### src/rtl/fbw_pkg.sv
package fbw_pkg;
  localparam int unsigned BYTE_BITS = 8;
  localparam int unsigned SLOT_W    = 4;

  typedef enum logic [1:0] {
    KIND_DATA     = 2'b00,
    KIND_SYNC9    = 2'b01,
    KIND_SYNC10   = 2'b10,
    KIND_DATA_ALT = 2'b11
  } byte_kind_e;

  // Number of cells a slot of the given kind occupies
  function automatic logic [SLOT_W-1:0] slot_cells(input logic [1:0] kind);
    case (byte_kind_e'(kind))
      KIND_SYNC9:  return SLOT_W'(BYTE_BITS + 1);
      KIND_SYNC10: return SLOT_W'(BYTE_BITS + 2);
      default:     return SLOT_W'(BYTE_BITS);
    endcase
  endfunction
endpackage

### src/rtl/fbw_cell_timer.sv
module fbw_cell_timer #(
  parameter int unsigned CELL_CLKS = 8
) (
  input  logic clk,
  input  logic rst_n,
  input  logic run,
  output logic tick
);
  localparam int unsigned CW = (CELL_CLKS > 1) ? $clog2(CELL_CLKS) : 1;
  localparam logic [CW-1:0] LAST = CW'(CELL_CLKS - 1);

  logic [CW-1:0] cnt;

  assign tick = run && (cnt == LAST);

  always_ff @(posedge clk or negedge rst_n) begin
    if (!rst_n)           cnt <= '0;
    else if (!run || tick) cnt <= '0;
    else                  cnt <= cnt + 1'b1;
  end
endmodule

### src/rtl/fbw_slot_ctrl.sv
module fbw_slot_ctrl
  import fbw_pkg::*;
(
  input  logic                 clk,
  input  logic                 rst_n,
  input  logic                 wr_en,
  input  logic                 tick,
  input  logic                 in_valid,
  input  logic [BYTE_BITS-1:0] in_data,
  input  logic [1:0]           in_kind,
  output logic                 in_ready,
  output logic                 run,
  output logic                 load,
  output logic                 adv,
  output logic [BYTE_BITS-1:0] load_byte,
  output logic                 underrun
);
  logic                 run_q, stg_full, und_q, starve;
  logic [BYTE_BITS-1:0] stg_byte;
  logic [SLOT_W-1:0]    stg_len, cell_idx, slot_len, load_len;
  logic                 last_cell, take, stop, boundary;

  assign last_cell = run_q && (cell_idx == slot_len - 1'b1);
  assign in_ready  = wr_en && (!run_q || (last_cell && !stg_full));
  assign take      = in_valid && in_ready;
  assign stop      = run_q && tick && !wr_en;
  assign boundary  = run_q && tick && wr_en && last_cell;
  assign adv       = run_q && tick && wr_en && !last_cell;
  assign run       = run_q;
  assign underrun  = und_q;

  always_comb begin
    load      = 1'b0;
    load_byte = '0;
    load_len  = SLOT_W'(BYTE_BITS);
    starve    = 1'b0;
    if (!run_q && take) begin
      load      = 1'b1;
      load_byte = in_data;
      load_len  = slot_cells(in_kind);
    end else if (boundary) begin
      load = 1'b1;
      if (stg_full) begin
        load_byte = stg_byte;
        load_len  = stg_len;
      end else if (take) begin
        load_byte = in_data;
        load_len  = slot_cells(in_kind);
      end else begin
        starve = 1'b1;
      end
    end
  end

  always_ff @(posedge clk or negedge rst_n) begin
    if (!rst_n) begin
      run_q    <= 1'b0;
      cell_idx <= '0;
      slot_len <= SLOT_W'(BYTE_BITS);
      stg_full <= 1'b0;
      stg_byte <= '0;
      stg_len  <= SLOT_W'(BYTE_BITS);
      und_q    <= 1'b0;
    end else begin
      if (stop)      run_q <= 1'b0;
      else if (load) run_q <= 1'b1;

      if (load)     cell_idx <= '0;
      else if (adv) cell_idx <= cell_idx + 1'b1;

      if (load) slot_len <= load_len;

      if (stop || boundary)  stg_full <= 1'b0;
      else if (take && run_q) stg_full <= 1'b1;

      if (take) begin
        stg_byte <= in_data;
        stg_len  <= slot_cells(in_kind);
      end

      if (stop)      und_q <= 1'b0;
      else if (load) und_q <= starve;
    end
  end


  stop_idle_chk: assert property (@(posedge clk) disable iff (!rst_n)
    (run_q && tick && !wr_en) |=> (!run_q && !in_ready && !und_q));


  cell_pace_chk: assert property (@(posedge clk) disable iff (!rst_n)
    (run_q && !tick) |=> $stable(cell_idx));


  sync10_len_chk: assert property (@(posedge clk) disable iff (!rst_n)
    (!run_q && take && in_kind == 2'b10) |=> (slot_len == SLOT_W'(10)));


  starve_flag_chk: assert property (@(posedge clk) disable iff (!rst_n)
    (boundary && !stg_full && !in_valid) |=> (und_q && run_q && cell_idx == '0));


  ready_window_chk: assert property (@(posedge clk) disable iff (!rst_n)
    (run_q && in_ready) |-> (cell_idx == slot_len - 1'b1));
endmodule

### src/rtl/fbw_flux_shift.sv
module fbw_flux_shift
  import fbw_pkg::*;
(
  input  logic                 clk,
  input  logic                 rst_n,
  input  logic                 load,
  input  logic                 adv,
  input  logic [BYTE_BITS-1:0] load_byte,
  output logic                 wr_flux
);
  logic [BYTE_BITS-1:0] sh;
  logic                 flux_q;

  assign wr_flux = flux_q;

  always_ff @(posedge clk or negedge rst_n) begin
    if (!rst_n) begin
      sh     <= '0;
      flux_q <= 1'b0;
    end else if (load) begin
      flux_q <= flux_q ^ load_byte[BYTE_BITS-1];
      sh     <= {load_byte[BYTE_BITS-2:0], 1'b0};
    end else if (adv) begin
      flux_q <= flux_q ^ sh[BYTE_BITS-1];
      sh     <= {sh[BYTE_BITS-2:0], 1'b0};
    end
  end


  flux_hold_chk: assert property (@(posedge clk) disable iff (!rst_n)
    !(load || adv) |=> $stable(flux_q));
endmodule

### src/rtl/flux_byte_writer.sv
module flux_byte_writer
  import fbw_pkg::*;
#(
  parameter int unsigned CELL_CLKS = 8
) (
  input  logic       clk,
  input  logic       rst_n,
  input  logic       wr_en,
  input  logic       in_valid,
  output logic       in_ready,
  input  logic [7:0] in_data,
  input  logic [1:0] in_kind,
  output logic       wr_flux,
  output logic       underrun
);
  logic                 run, tick, load, adv;
  logic [BYTE_BITS-1:0] load_byte;

  fbw_cell_timer #(.CELL_CLKS(CELL_CLKS)) u_timer (
    .clk(clk), .rst_n(rst_n), .run(run), .tick(tick)
  );

  fbw_slot_ctrl u_ctrl (
    .clk(clk), .rst_n(rst_n), .wr_en(wr_en), .tick(tick),
    .in_valid(in_valid), .in_data(in_data), .in_kind(in_kind),
    .in_ready(in_ready), .run(run), .load(load), .adv(adv),
    .load_byte(load_byte), .underrun(underrun)
  );

  fbw_flux_shift u_shift (
    .clk(clk), .rst_n(rst_n), .load(load), .adv(adv),
    .load_byte(load_byte), .wr_flux(wr_flux)
  );


  quiet_when_off_chk: assert property (@(posedge clk) disable iff (!rst_n)
    !wr_en |=> $stable(wr_flux));
endmodule

### config.mk
export PLATFORM = sky130hd
export DESIGN_NAME = flux_byte_writer
export DESIGN_NICKNAME = d
export VERILOG_FILES = /design/src/rtl/fbw_pkg.sv /design/src/rtl/fbw_cell_timer.sv /design/src/rtl/fbw_slot_ctrl.sv /design/src/rtl/fbw_flux_shift.sv /design/src/rtl/flux_byte_writer.sv
export SDC_FILE = /design/constraint.sdc
export NUM_CORES = 1
export LEC_CHECK = 0
export CAP_MARGIN = 30
export CORE_ASPECT_RATIO = 1.75
export CORE_MARGIN = 2
export CORE_UTILIZATION = 50
export DETAILED_ROUTE_END_ITERATION = 10
export PLACE_DENSITY = 0.76
export SYNTH_ARGS = -nofsm -noshare
export SYNTH_HDL_FRONTEND = slang
export SYNTH_SLANG_ARGS = --single-unit
### constraint.sdc
create_clock -name clk -period 5 [get_ports clk]
set_input_delay 0.75 -clock clk [delete_from_list [all_inputs] [get_ports clk]]
set_output_delay 0.75 -clock clk [all_outputs]
set_load 0.02 [all_outputs]
Yosys cells after proc, flatten, opt, wreduce, memory -nomap -nowiden
Cells that the tools add are included.
- add/subtract/negate cells: 3
- eq/ne operators: 4
- bitwise operators: 2
- reduce and logical (&&, ||, !) cells: 22
- mux-type cells: 28
- operators by type and width (operator ; count):
    $mux W8 ; 6
    $mux W4 ; 6
    $mux W1 ; 14
    $logic_and A1 B1 Y1 ; 12
    $reduce_bool A2 Y1 ; 3
    $add A4 B1 Y4 const B ; 1
    $eq A4 B4 Y1 ; 1
    $logic_not A1 Y1 ; 4
    $pmux W2 S2 ; 1
    $sub A4 B1 Y4 const B ; 1
    $add A3 B1 Y3 const B ; 1
    $eq A3 B3 Y1 const B ; 1
    $logic_or A1 B1 Y1 ; 3
    $mux W3 ; 1
    $eq A2 B1 Y1 const B ; 1
    $eq A2 B2 Y1 const B ; 1
    $xor A1 B1 Y1 ; 2
- output and inout port bits: 3
- register bits after elaboration: 35
- logic and storage cells: 69

Depth between registers and ports, before layout
- word-level depth: 13
- gate-level depth with buffers: 8
- gate-level depth less buffers: 7

Cells and area by module
Synthesis repeated with hierarchy kept, for this count alone.
- cell total of the unflattened synthesis: 143
- area, all modules: 1599.0 um2
- by module, submodules not included (module ; cells each ; sequential area each (um2) ; instances ; area each (um2)):
    fbw_slot_ctrl ; 98 ; 475.5 ; 1 ; 1079.8
    fbw_flux_shift ; 36 ; 200.2 ; 1 ; 381.6
    fbw_cell_timer ; 9 ; 75.1 ; 1 ; 137.6

Worst setup path before layout
Ideal clock, no wire load.
- path kind: register to output
- start: reg u_ctrl.slot_len[0]
- end: out in_ready
- arrival: 1.865 ns
- path buffers: 0
- cell stages (with the launch flop): 7
- path slack: 2.385 ns
- cells stage by stage: dfrtp_1 inv_1 ha_1 or3b_4 a2111o_1 o21ai_0 and2_1
- cells in the longest elaborated chain, start to end: 6
- ends and longest elaborated chain (what ; line ; text):
    start: declaration ; fbw_slot_ctrl.sv:20 ; logic [SLOT_W-1:0] stg_len, cell_idx, slot_len, load_len;
    start signal: assignment ; fbw_slot_ctrl.sv:59 ; slot_len <= SLOT_W'(BYTE_BITS);
    start signal: assignment ; fbw_slot_ctrl.sv:71 ; if (load) slot_len <= load_len;
    $sub A4 B1 Y4 ; fbw_slot_ctrl.sv:23 ; assign last_cell = run_q && (cell_idx == slot_len - 1'b1);
    $eq A4 B4 Y1 ; fbw_slot_ctrl.sv:23 ;
    $logic_and A1 B1 Y1 ; fbw_slot_ctrl.sv:23 ;
    $logic_and A1 B1 Y1 ; fbw_slot_ctrl.sv:24 ; assign in_ready = wr_en && (!run_q || (last_cell && !stg_full));
    $logic_or A1 B1 Y1 ; fbw_slot_ctrl.sv:24 ;
    $logic_and A1 B1 Y1 ; fbw_slot_ctrl.sv:24 ;
    end: declaration ; flux_byte_writer.sv:10 ; output logic in_ready,
Every way passes these cells.

Worst setup path after layout
Same ends and word-level chain as after synthesis.

==> summary.md <==
| Metric | Value |
|---|---|
| Status | `finished, final reports clean` |
| Synth Area per Inst | `9.99 um^2` |
| Ports | `17` |
| Share of layout cells above drive strength 1 | `11.2%` |
| Synth Area in XOR/XNOR | `2.17%` |
| Largest family of logic cells by synthesized area | `compound AO/OA/AOI/OAI gates` |
| Hold Violations, Final | `0` |
| Hold Path Origin | `u_timer.cnt[0]` |
| Die area | `3720 um^2` |
| Crit Path Class | `reg -> out` |
| Worst Tran Pin Value | `0.601 ns` |
| Unrepaired setup endpoints after global routing | `false` |
| Post-synthesis mux area share | `6.26%` |
| Initial DRC count | `45` |
| Slew Viols, Final | `0` |
| Die height | `79.3 um` |
| Final setup viols | `0` |
| Largest area contributor in the netlist | `dfrtp_1` |
| Die X | `47 um` |
| Crit path DAT | `2.76 ns` |
| Critical Path, Cell by Cell | `inv_1 > ha_1 > or3b_4 > a2111o_1 > o21ai_0 > and2_1 > clkdlybuf4s50_1` |
| CP max stage cell | `clkdlybuf4s50_1` |
| Total core area | `3110 um^2` |
| Antenna violations before repair | `0` |
| Sink Count | `30` |
| IO buf count | `16` |
| Cell family with most CP delay | `compound AO/OA/AOI/OAI gates` |
| GR Overflow Total | `0` |
| Synth Area in Adders | `3.09%` |
| Worst slack at placement | `1.78 ns` |
| Diode count | `0` |
| Critical Path Start Type | `flip-flop` |
| Post-synth EDFFs | `0` |
| Setup ws final | `1.49 ns` |
| Worst IR drop on VDD | `0.316 mV` |
| Relative slew slack | `59.9%` |
| Cell count after synthesis | `162` |
| DRC Markers | `0` |
| Crit Reg-Reg Startpoint | `u_ctrl.slot_len[0]` |
| CTS max path bufs | `2` |
| Routed Antenna Nets | `0` |
| Ranking of synthesized cells by area | `dfrtp_1, mux2_2, o21ai_0, nand2_1, o32a_1` |
| Dpl hpwl | `2440 um` |
| Share of flip-flops with an asynchronous set or reset | `100%` |
| P per Cell Area | `501 nW/um^2` |
| Most frequent cell after synthesis | `dfrtp_1` |
| Yosys Warn Count | `0` |
| Total GRT Usage | `21.5%` |
| GP Congestion | `0.831` |
| Top-area cell type share of the netlist area | `46.4%` |
| Setup Skew | `0.00698 ns` |
| Worst setup EP type | `output pin` |
| Post-synthesis sequential area ratio | `46.4%` |
| Total negative slack | `0 ns` |
| Post_cts resized | `0` |
| Drt wl/cell | `15.4 um` |
| CTS tree | `yes` |
| Worst Path Required | `4.25 ns` |
| Max cap viols | `0` |
| First-pass DRT Iterations | `4` |
| FF+latch count, synth | `30` |
| CP peak stage delay | `0.60 ns` |
| Fin nets | `196` |
| Routed vias | `1299` |
| H-tree depth reported by CTS | `2` |
| Root buf cell | `clkbuf_8` |
| Hold buffer count at cts | `0` |
| Initial Util | `52.1%` |
| Max Clk Rate | `285 MHz` |
| Clk Latency, worst-skew pair | `0.28 ns` |
| Worst Setup SP | `u_ctrl.slot_len[0]` |
| Reg clk slew, reported paths | `0.06 ns` |
| Post-synthesis compound-gate area fraction | `19.2%` |
| Avg Vias per Cell | `5.85` |
| Max FO, Critical Path | `7` |
| Leakage power | `0.805 nW` |
| Total CTS buffers | `5` |
| Area Growth Syn to Fin | `17.0%` |
| Global-route wire length before repair | `5850 um` |
| CP Buf/Inv Count | `2` |
| Postcts setup bufs | `0` |
| Row count | `27` |
| Simple-Gate Fraction of Synth Area | `18.9%` |
| Unique masters post-synth | `36` |
| Final period utilization | `70.2%` |
| Vias in the first global route | `1339` |
| Post-Syn Area | `1620 um^2` |
| Minimum clock period | `3.51 ns` |
| Top cells by count, synth | `dfrtp_1, nand2_1, o21ai_0` |
| HP Class | `reg -> reg` |
| Most used DFF post-synth | `dfrtp_1` |
| Syn_nets | `180` |
| Worst Hold Slack | `0.447 ns` |
| Routed WL | `3430 um` |
| Largest net degree at the start of global routing | `31` |
==> per-layer routing <==
metal	global-route usage (%)	wire length, um	up-vias	share of wire (%)
met4	8.61	43	0	1.3
li1	-	-	621	-
met2	36.6	1890	29	55
met5	0	0	-	0
met1	24.3	1380	644	40
met3	5.45	111	5	3.2
==> stage by stage <==
| step | power [mW] | std cells | area (um^2) | util, % |
|---|---|---|---|---|
| floorplan | 0.664 | 162 | 1620 | - |
| global placement | 0.739 | 214 | 1800 | 58.0 |
| detailed placement | 0.757 | 214 | 1800 | 58.0 |
| CTS | 0.955 | 222 | 1890 | 60.9 |
| global route | 1.02 | 222 | 1890 | 60.9 |
| finish | 0.949 | 222 | 1890 | 60.9 |
==> registers in the layout, summed over array words and instances (netlist names), 2 cells and up <==
name,cells
u_ctrl.slot_len,2
u_shift.sh,7
u_ctrl.stg_len,2
u_timer.cnt,3
u_ctrl.cell_idx,4
u_ctrl.stg_byte,8
==> final timing paths <==
| path | end | slack (ns) | cells after the start |
|---|---|---|---|
| setup reg to reg | u_ctrl.stg_byte[6] | 2.46 | 6 |
| hold / removal | u_timer.cnt[0] | 0.45 | 1 |
| setup / recovery | in_ready | 1.49 | 7 |
| min in group asynchronous | u_timer.cnt[1] | 0.86 | 2 |
| hold reg to reg | u_timer.cnt[0] | 0.45 | 1 |
| max in group asynchronous | u_shift.sh[3] | 3.86 | 2 |
==> cell usage in the layout (no fill, tap or decap), drive strengths merged, types with 2 or more instances in the layout <==
master	count
a21oi	2
a22oi	8
a31oi	2
a32o	2
and2	2
and3	9
clkbuf	7
clkdlybuf4s50	16
dfrtp	30
ha	4
inv	7
mux2	9
nand2	18
nand3	4
nand3b	2
nand4	3
nor2	12
nor2b	3
o21ai	14
o32a	6
xnor2	2
xor2	2
==> layout make-up <==
class                      instances  area, um^2
fill                             279        1210
multi-input combinational        117         803
sequential                        30         751
timing repair buffer              17         168
clock buffer                       7        86.3
tap                               43        53.8
inverter                           7        26.3
clock inverter                     1        5.00
==> cell families (layout without fill, tap and decap cells) <==
| family | after synthesis | count (layout) |
|---|---|---|
| AOI/OAI and AO/OA | 41 | 41 |
| and+or+nand+nor | 59 | 59 |
| buffers and inverters | 15 | 32 |
| adders and majority gates | 4 | 4 |
| muxes | 9 | 9 |
| xor gates and xnor gates | 4 | 4 |
| DFF | 30 | 30 |
==> report_power, final <==
group	leakage (nW)	internal (mW)	total, mW	switching (mW)
clock	0.0482	0.111	0.196	0.0852
combinational	0.393	0.173	0.331	0.158
sequential	0.364	0.344	0.422	0.0783
total	0.805	0.628	0.949	0.321
(Power assumes the default switching activity.)
